[src/rtl/strap_pkg.sv]
package strap_pkg;

  // low bit doubles as the address low bit, high bit marks bus-tied
  typedef enum logic [1:0] {
    PIN_LOW  = 2'b00,
    PIN_HIGH = 2'b01,
    PIN_CLK  = 2'b10,
    PIN_DAT  = 2'b11
  } pinState_t;

  typedef struct packed {
    logic sample;  // compare strap pins against bus lines this cycle
    logic close;   // latch classification and address this cycle
  } ctrlStrobe_t;

  // upper address nibble selected by which pins are bus-tied {p2,p1,p0}
  function automatic logic [3:0] groupBits(input logic [2:0] busMask);
    logic [3:0] nib;
    case (busMask)
      3'b000:  nib = 4'b0100;
      3'b001:  nib = 4'b0101;
      3'b010:  nib = 4'b0010;
      3'b011:  nib = 4'b0011;
      3'b100:  nib = 4'b1100;
      3'b101:  nib = 4'b1110;
      3'b110:  nib = 4'b1010;
      default: nib = 4'b1011;
    endcase
    return nib;
  endfunction

endpackage

[src/rtl/strap_ctrl.sv]
module strap_ctrl
  import strap_pkg::*;
#(
  parameter int MIN_EDGES = 4,
  parameter int CNT_W     = $clog2(MIN_EDGES + 1)
) (
  input  logic             clk,
  input  logic             rstN,
  input  logic             sclIn,
  input  logic             sdaIn,
  output ctrlStrobe_t      strobe,
  output logic [CNT_W-1:0] sclCount,
  output logic [CNT_W-1:0] sdaCount
);

  localparam logic [CNT_W-1:0] EDGE_LIMIT = CNT_W'(MIN_EDGES);

  typedef enum logic [1:0] {S_ARM, S_WATCH, S_CLOSE, S_DONE} ctrlState_t;

  ctrlState_t state;
  logic       sclPrev, sdaPrev;
  logic       sclEdge, sdaEdge;
  logic       enoughEdges;

  assign sclEdge     = (sclIn != sclPrev);
  assign sdaEdge     = (sdaIn != sdaPrev);
  assign enoughEdges = (sclCount == EDGE_LIMIT) && (sdaCount == EDGE_LIMIT);

  always_ff @(posedge clk) begin
    if (!rstN) begin
      state    <= S_ARM;
      sclPrev  <= 1'b1;
      sdaPrev  <= 1'b1;
      sclCount <= '0;
      sdaCount <= '0;
    end else begin
      sclPrev <= sclIn;
      sdaPrev <= sdaIn;
      if (state == S_WATCH) begin
        if (sclEdge && sclCount != EDGE_LIMIT) sclCount <= sclCount + 1'b1;
        if (sdaEdge && sdaCount != EDGE_LIMIT) sdaCount <= sdaCount + 1'b1;
      end
      case (state)
        S_ARM:   state <= S_WATCH;
        S_WATCH: if (enoughEdges) state <= S_CLOSE;
        S_CLOSE: state <= S_DONE;
        default: state <= S_DONE;
      endcase
    end
  end

  always_comb begin
    strobe.sample = (state == S_ARM) || (state == S_WATCH);
    strobe.close  = (state == S_CLOSE);
  end

  a_r2_count_bound: assert property (@(posedge clk) disable iff (!rstN)
    (sclCount <= EDGE_LIMIT) && (sdaCount <= EDGE_LIMIT));

  a_r2_close_needs_edges: assert property (@(posedge clk) disable iff (!rstN)
    strobe.close |-> (sclCount == EDGE_LIMIT) && (sdaCount == EDGE_LIMIT));

  a_r9_close_once: assert property (@(posedge clk) disable iff (!rstN)
    strobe.close |=> !strobe.close && !strobe.sample);

endmodule

[src/rtl/strap_datapath.sv]
module strap_datapath
  import strap_pkg::*;
#(
  parameter int NUM_PINS = 3,
  parameter int ADDR_W   = 7
) (
  input  logic              clk,
  input  logic              rstN,
  input  logic [NUM_PINS-1:0] strapIn,
  input  logic              sclIn,
  input  logic              sdaIn,
  input  ctrlStrobe_t       strobe,
  input  logic [ADDR_W:0]   rxByte,
  input  logic              rxStrobe,
  output logic [ADDR_W-1:0] addrOut,
  output logic              addrValid,
  output logic              addrMatch,
  output logic              readReq
);

  logic [NUM_PINS-1:0]      sclFlag, sdaFlag;
  logic [NUM_PINS-1:0][1:0] pinClass;
  logic [NUM_PINS-1:0]      busMask, lowBits;
  logic [ADDR_W-1:0]        nextAddr;
  logic                     hit;

  for (genvar g = 0; g < NUM_PINS; g++) begin : g_pin
    always_ff @(posedge clk) begin
      if (!rstN) begin
        sclFlag[g] <= 1'b1;
        sdaFlag[g] <= 1'b1;
      end else if (strobe.sample) begin
        sclFlag[g] <= sclFlag[g] & (strapIn[g] == sclIn);
        sdaFlag[g] <= sdaFlag[g] & (strapIn[g] == sdaIn);
      end
    end

    assign pinClass[g] = sclFlag[g] ? PIN_CLK :
                         sdaFlag[g] ? PIN_DAT :
                         strapIn[g] ? PIN_HIGH : PIN_LOW;
    assign busMask[g]  = pinClass[g][1];
    assign lowBits[g]  = pinClass[g][0];

    a_r3_flag_sticky: assert property (@(posedge clk) disable iff (!rstN)
      !sclFlag[g] |=> !sclFlag[g]);
    a_r4_flag_sticky: assert property (@(posedge clk) disable iff (!rstN)
      !sdaFlag[g] |=> !sdaFlag[g]);
  end

  assign nextAddr = {groupBits(busMask), lowBits};
  assign hit      = rxStrobe && addrValid && (rxByte[ADDR_W:1] == addrOut);

  always_ff @(posedge clk) begin
    if (!rstN) begin
      addrOut   <= '0;
      addrValid <= 1'b0;
      addrMatch <= 1'b0;
      readReq   <= 1'b0;
    end else begin
      if (strobe.close && !addrValid) begin
        addrOut   <= nextAddr;
        addrValid <= 1'b1;
      end
      addrMatch <= hit;
      readReq   <= hit && rxByte[0];
    end
  end

  a_r9_addr_hold: assert property (@(posedge clk) disable iff (!rstN)
    addrValid |=> addrValid && $stable(addrOut));

  a_r11_match_needs_valid: assert property (@(posedge clk) disable iff (!rstN)
    addrMatch |-> addrValid);

  a_r10_read_within_match: assert property (@(posedge clk) disable iff (!rstN)
    readReq |-> addrMatch);

  a_r10_match_after_strobe: assert property (@(posedge clk) disable iff (!rstN)
    addrMatch |-> $past(rxStrobe));

  a_r8_group_legal: assert property (@(posedge clk) disable iff (!rstN)
    addrValid |-> addrOut[6:3] inside {4'b0100, 4'b0101, 4'b0010, 4'b0011,
                                       4'b1100, 4'b1110, 4'b1010, 4'b1011});

  a_r2_valid_after_close: assert property (@(posedge clk) disable iff (!rstN)
    $rose(addrValid) |-> $past(strobe.close));

endmodule

[src/rtl/strap_addr_decoder.sv]
module strap_addr_decoder
  import strap_pkg::*;
#(
  parameter int MIN_EDGES = 4
) (
  input  logic       clk,
  input  logic       rstN,
  input  logic [2:0] strapIn,
  input  logic       sclIn,
  input  logic       sdaIn,
  input  logic [7:0] rxByte,
  input  logic       rxStrobe,
  output logic [6:0] addrOut,
  output logic       addrValid,
  output logic       addrMatch,
  output logic       readReq
);

  localparam int CNT_W = $clog2(MIN_EDGES + 1);

  ctrlStrobe_t      strobe;
  logic [CNT_W-1:0] sclCount, sdaCount;

  strap_ctrl #(.MIN_EDGES(MIN_EDGES), .CNT_W(CNT_W)) u_ctrl (
    .clk(clk), .rstN(rstN), .sclIn(sclIn), .sdaIn(sdaIn),
    .strobe(strobe), .sclCount(sclCount), .sdaCount(sdaCount)
  );

  strap_datapath #(.NUM_PINS(3), .ADDR_W(7)) u_dp (
    .clk(clk), .rstN(rstN), .strapIn(strapIn), .sclIn(sclIn), .sdaIn(sdaIn),
    .strobe(strobe), .rxByte(rxByte), .rxStrobe(rxStrobe),
    .addrOut(addrOut), .addrValid(addrValid), .addrMatch(addrMatch),
    .readReq(readReq)
  );

  a_r2_edges_seen: assert property (@(posedge clk) disable iff (!rstN)
    addrValid |-> (sclCount == CNT_W'(MIN_EDGES)) && (sdaCount == CNT_W'(MIN_EDGES)));

endmodule

[config.mk]
export PLATFORM = sky130hd
export DESIGN_NAME = strap_addr_decoder
export DESIGN_NICKNAME = d
export VERILOG_FILES = /design/src/rtl/strap_pkg.sv /design/src/rtl/strap_ctrl.sv /design/src/rtl/strap_datapath.sv /design/src/rtl/strap_addr_decoder.sv
export SDC_FILE = /design/constraint.sdc
export NUM_CORES = 1
export LEC_CHECK = 0
export BUFFER_PORTS_ARGS = -buffer_cell sky130_fd_sc_hd__buf_4
export CAP_MARGIN = 20
export CORE_MARGIN = 10
export CORE_UTILIZATION = 25
export CTS_CLUSTER_SIZE = 24
export DETAILED_ROUTE_END_ITERATION = 8
export GPL_ROUTABILITY_DRIVEN = 0
export SETUP_SLACK_MARGIN = 0.5
export SLEW_MARGIN = 0
export SYNTH_ARGS = -nofsm -noshare
export SYNTH_HDL_FRONTEND = slang
export SYNTH_SLANG_ARGS = --single-unit
export TNS_END_PERCENT = 50
[constraint.sdc]
create_clock -name clk -period 1.5 [get_ports clk]
set_input_delay 0 -clock clk [delete_from_list [all_inputs] [get_ports clk]]
set_output_delay 0 -clock clk [all_outputs]
set_load 0.05 [all_outputs]
==> results by group <==
Timing
  – Max_slew headroom: 60.5%
  – Max Fclk: 0.710 GHz
  – Crit path time final: 1.41 ns
  – Final setup fails: 0
  – Worst Skew: 0.00644 ns
  – RSZ-0062 raised after global routing: yes
  – Worst-Margin Slew: 0.589 ns
  – Setup_tns: 0 ns
  – Slew Viols, Final: 0
  – Min setup slack post-route: 0.0924 ns
  – Fin crit share: 93.8%
  – Hold_ws: 0.0239 ns
  – Final hold violation count: 0

Clock tree
  – Worst-Skew Late Latency: 0.27 ns
  – TritonCTS clock tree: yes
  – Total clock sinks: 26
  – Root Buffer Master: clkbuf_8
  – Num CTS Buffers: 3
  – Clk buf depth: 2
  – Htree depth: 1
  – Clock Pin Slew Worst Setup and Hold Paths: 0.09 ns

Die
  – I/O pins: 26
  – Die W: 89.0 µm
  – Starting Density: 25.5%
  – Core Footprint: 4660 µm²
  – Cell row count: 25
  – Die Footprint: 7920 µm²
  – Die H: 89.0 µm

Detailed routing
  – Routed WL: 2.90 mm
  – Remaining DRCs: 0
  – Average via count per standard cell: 4.63
  – Pre-antenna DRT Iters: 4
  – Detailed Route Iter0 Violations: 65
  – Vias after detailed routing: 1046
  – Routed len/inst: 12.8 µm
  – ANT nets after route: 0

Logic synthesis
  – Syn Nets: 156
  – Leading post-synthesis cells by cell area: dfxtp_1 44%, xnor2_1 11%, nand2_1 4.7%
  – Sequential share of the synthesized area: 43.7%
  – Top-area cell type share of the netlist area: 43.7%
  – Yosys cell types: 31
  – Synth Cell Area: 1190 µm²
  – Syn Area/Cell: 8.75 µm²
  – Synth Flop Type: dfxtp_1
  – Ys async rst share: 0%
  – Post-synth top cells: 26 x dfxtp_1, 15 x nand2_1, 15 x xnor2_1
  – Cell with the most instances after synthesis: dfxtp_1
  – Number of flops mapped to enable cells by yosys: 0
  – Yosys warning total: 0
  – Synth Register Bits: 26
  – Top cell type by total area after synthesis: dfxtp_1
  – Syn Inst Count: 136

Hold path
  – Hold Path End: u_ctrl.sclPrev$_SDFF_PN1_
  – Worst Hold Class: in -> reg
  – Hold Path Origin: sclIn
  – Hold Crit Depth: 2

Worst setup path
  – Worst reg2reg path depth: 5
  – Crit path DAT: 1.61 ns
  – Reg-to-Reg End: u_ctrl.sdaCount[0]$_SDFFE_PN0P_
  – Crit path max fanout: 4
  – Critical R2R Launch: u_ctrl.sdaCount[0]$_SDFFE_PN0P_
  – Worst reg2reg setup slack: 0.09 ns
  – WP data required: 1.70 ns
  – Startpoint types: flop
  – Crit. End Element: flop
  – Crit path kind: reg -> reg

Power
  – Pint: 1.00 mW
  – Combinational power share: 14.3%
  – Total Power: 1.33 mW
  – Worst VDD drop: 0.699 mV
  – Reg power frac: 55.7%
  – NetSw: 0.322 mW
  – PD cells: 793 nW/µm²
  – Switching share of power: 24.3%
  – Clock Power Share: 30.0%
  – Leak: 0.645 nW

Placed design
  – Setup slack at placement: 0.0990 ns
  – Placed Area: 1460 µm²
  – Cells after DPL: 211
  – IO Port Bufs: 25
  – Post-DP HPWL: 2.10 mm

Finish
  – Final Instance Count excl. Fillers: 226
  – Final core occ: 35.9%
  – N_diodes: 0
  – Layout Nets: 193
  – Area Growth Syn to Fin: 40.7%
  – Share of cells above drive strength 1: 36.6%
  – Final Instance Area: 1670 µm²

Global routing
  – GRT overflow: 0
  – Number of global-route vias before repair: 1041
  – Initial antenna violation count: 0
  – Total GRT Usage: 7.50%
  – Largest net degree at the start of global routing: 15
  – Global-route wire length before repair: 4.76 mm

Job
  – MaxCap Viol Count: 0

Outcome
  – Status: complete, no violations
==> worst max-delay path by stage <==
stage,startpoint,to,slack (ns),depth (start not counted)
2_1_floorplan,u_dp.addrValid$_SDFFE_PN0P_,u_dp.addrOut[0]$_SDFFE_PN0P_,0.14,4
3_3_place_gp,u_ctrl.sdaCount[0]$_SDFFE_PN0P_,u_ctrl.sdaCount[0]$_SDFFE_PN0P_,0.13,5
3_5_place_dp,u_ctrl.sdaCount[0]$_SDFFE_PN0P_,u_ctrl.sdaCount[1]$_SDFFE_PN0P_,0.1,5
4_1_cts,u_ctrl.sdaCount[0]$_SDFFE_PN0P_,u_ctrl.sdaCount[0]$_SDFFE_PN0P_,0.09,5
5_1_grt,u_ctrl.sdaCount[0]$_SDFFE_PN0P_,u_ctrl.sdaCount[0]$_SDFFE_PN0P_,0.04,5
6_report,u_ctrl.sdaCount[0]$_SDFFE_PN0P_,u_ctrl.sdaCount[0]$_SDFFE_PN0P_,0.09,5
==> cell families (layout without fill, tap and decap cells) <==
kind of cell / count (synthesis) / in the layout / synth area share (%)
AO/OA/AOI/OAI: 29 / 29 / 14.3
XOR/XNOR: 16 / 16 / 11.8
adder cells (fa/ha/maj): 4 / 4 / 4.21
buffers and inverters: 14 / 50 / 4.63
flip-flops: 26 / 26 / 43.7
multiplexers: 1 / 1 / 0.841
AND/OR/NAND/NOR: 46 / 46 / 20.5
==> layout make-up <==
type | count | area (µm²)
clock buffer | 4 | 45.0
fill | 486 | 2990
multi-input combinational | 96 | 692
timing repair buffer | 38 | 303
sequential | 26 | 537
tap | 54 | 67.6
inverter | 8 | 30.0
==> per-layer routing <==
| layer | vias to the layer above | wire length, µm | GRT usage, % |
|---|---|---|---|
| met3 | 2 | 213 | 3.01 |
| li1 | 544 | - | - |
| met2 | 17 | 1280 | 11.5 |
| met5 | - | 0 | 0 |
| met4 | 0 | 13 | 1.45 |
| met1 | 483 | 1390 | 9.70 |
==> repair_timing <==
item | in CTS | in global routing
buffers inserted | 4 | 3
hold buffers | 4 | 0
endpoints found under the hold margin | 8 | 0
resized for setup | 16 | 8
endpoints found under the setup margin | 16 | 17
pin swaps | 8 | 3
==> cell usage in the layout, fill, tap and decap left out, types with 5 or more instances in the layout <==
master / Yosys / final
dfxtp_1: 26 / 19
a21oi_1: 11 / 9
buf_4: 0 / 32
xnor2_1: 15 / 15
nor2_1: 8 / 8
nand4_1: 5 / 5
nand2_1: 15 / 15
o21ai_0: 7 / 7
==> registers in the layout (all words and copies together) (netlist names) <==
register / cells
u_dp.addrOut: 7
u_ctrl.sclCount: 3
u_ctrl.sdaCount: 3
u_dp.sclFlag: 3
u_dp.sdaFlag: 3
u_ctrl.state: 2
u_ctrl.sclPrev: 1
u_ctrl.sdaPrev: 1
u_dp.addrMatch: 1
u_dp.addrValid: 1
u_dp.readReq: 1
==> power groups by stage <==
stage                     Combinational, mW  Clock (mW)  Sequential, mW
after floorplan                      0.0982           0           0.750
after global routing                  0.211       0.452           0.744
after global placement                0.148           0           0.756
after CTS                             0.178       0.419           0.739
final                                 0.190       0.398           0.739
after detailed placement              0.151           0           0.757
==> critical path, stage by stage (launching register included) <==
cell and delay, ns:
dfxtp_2 0.37, inv_2 0.05, ha_4 0.15, and2_4 0.14, or4_4 0.51, a21oi_2 0.12
Note: power is estimated with default switching activity, not from simulation.
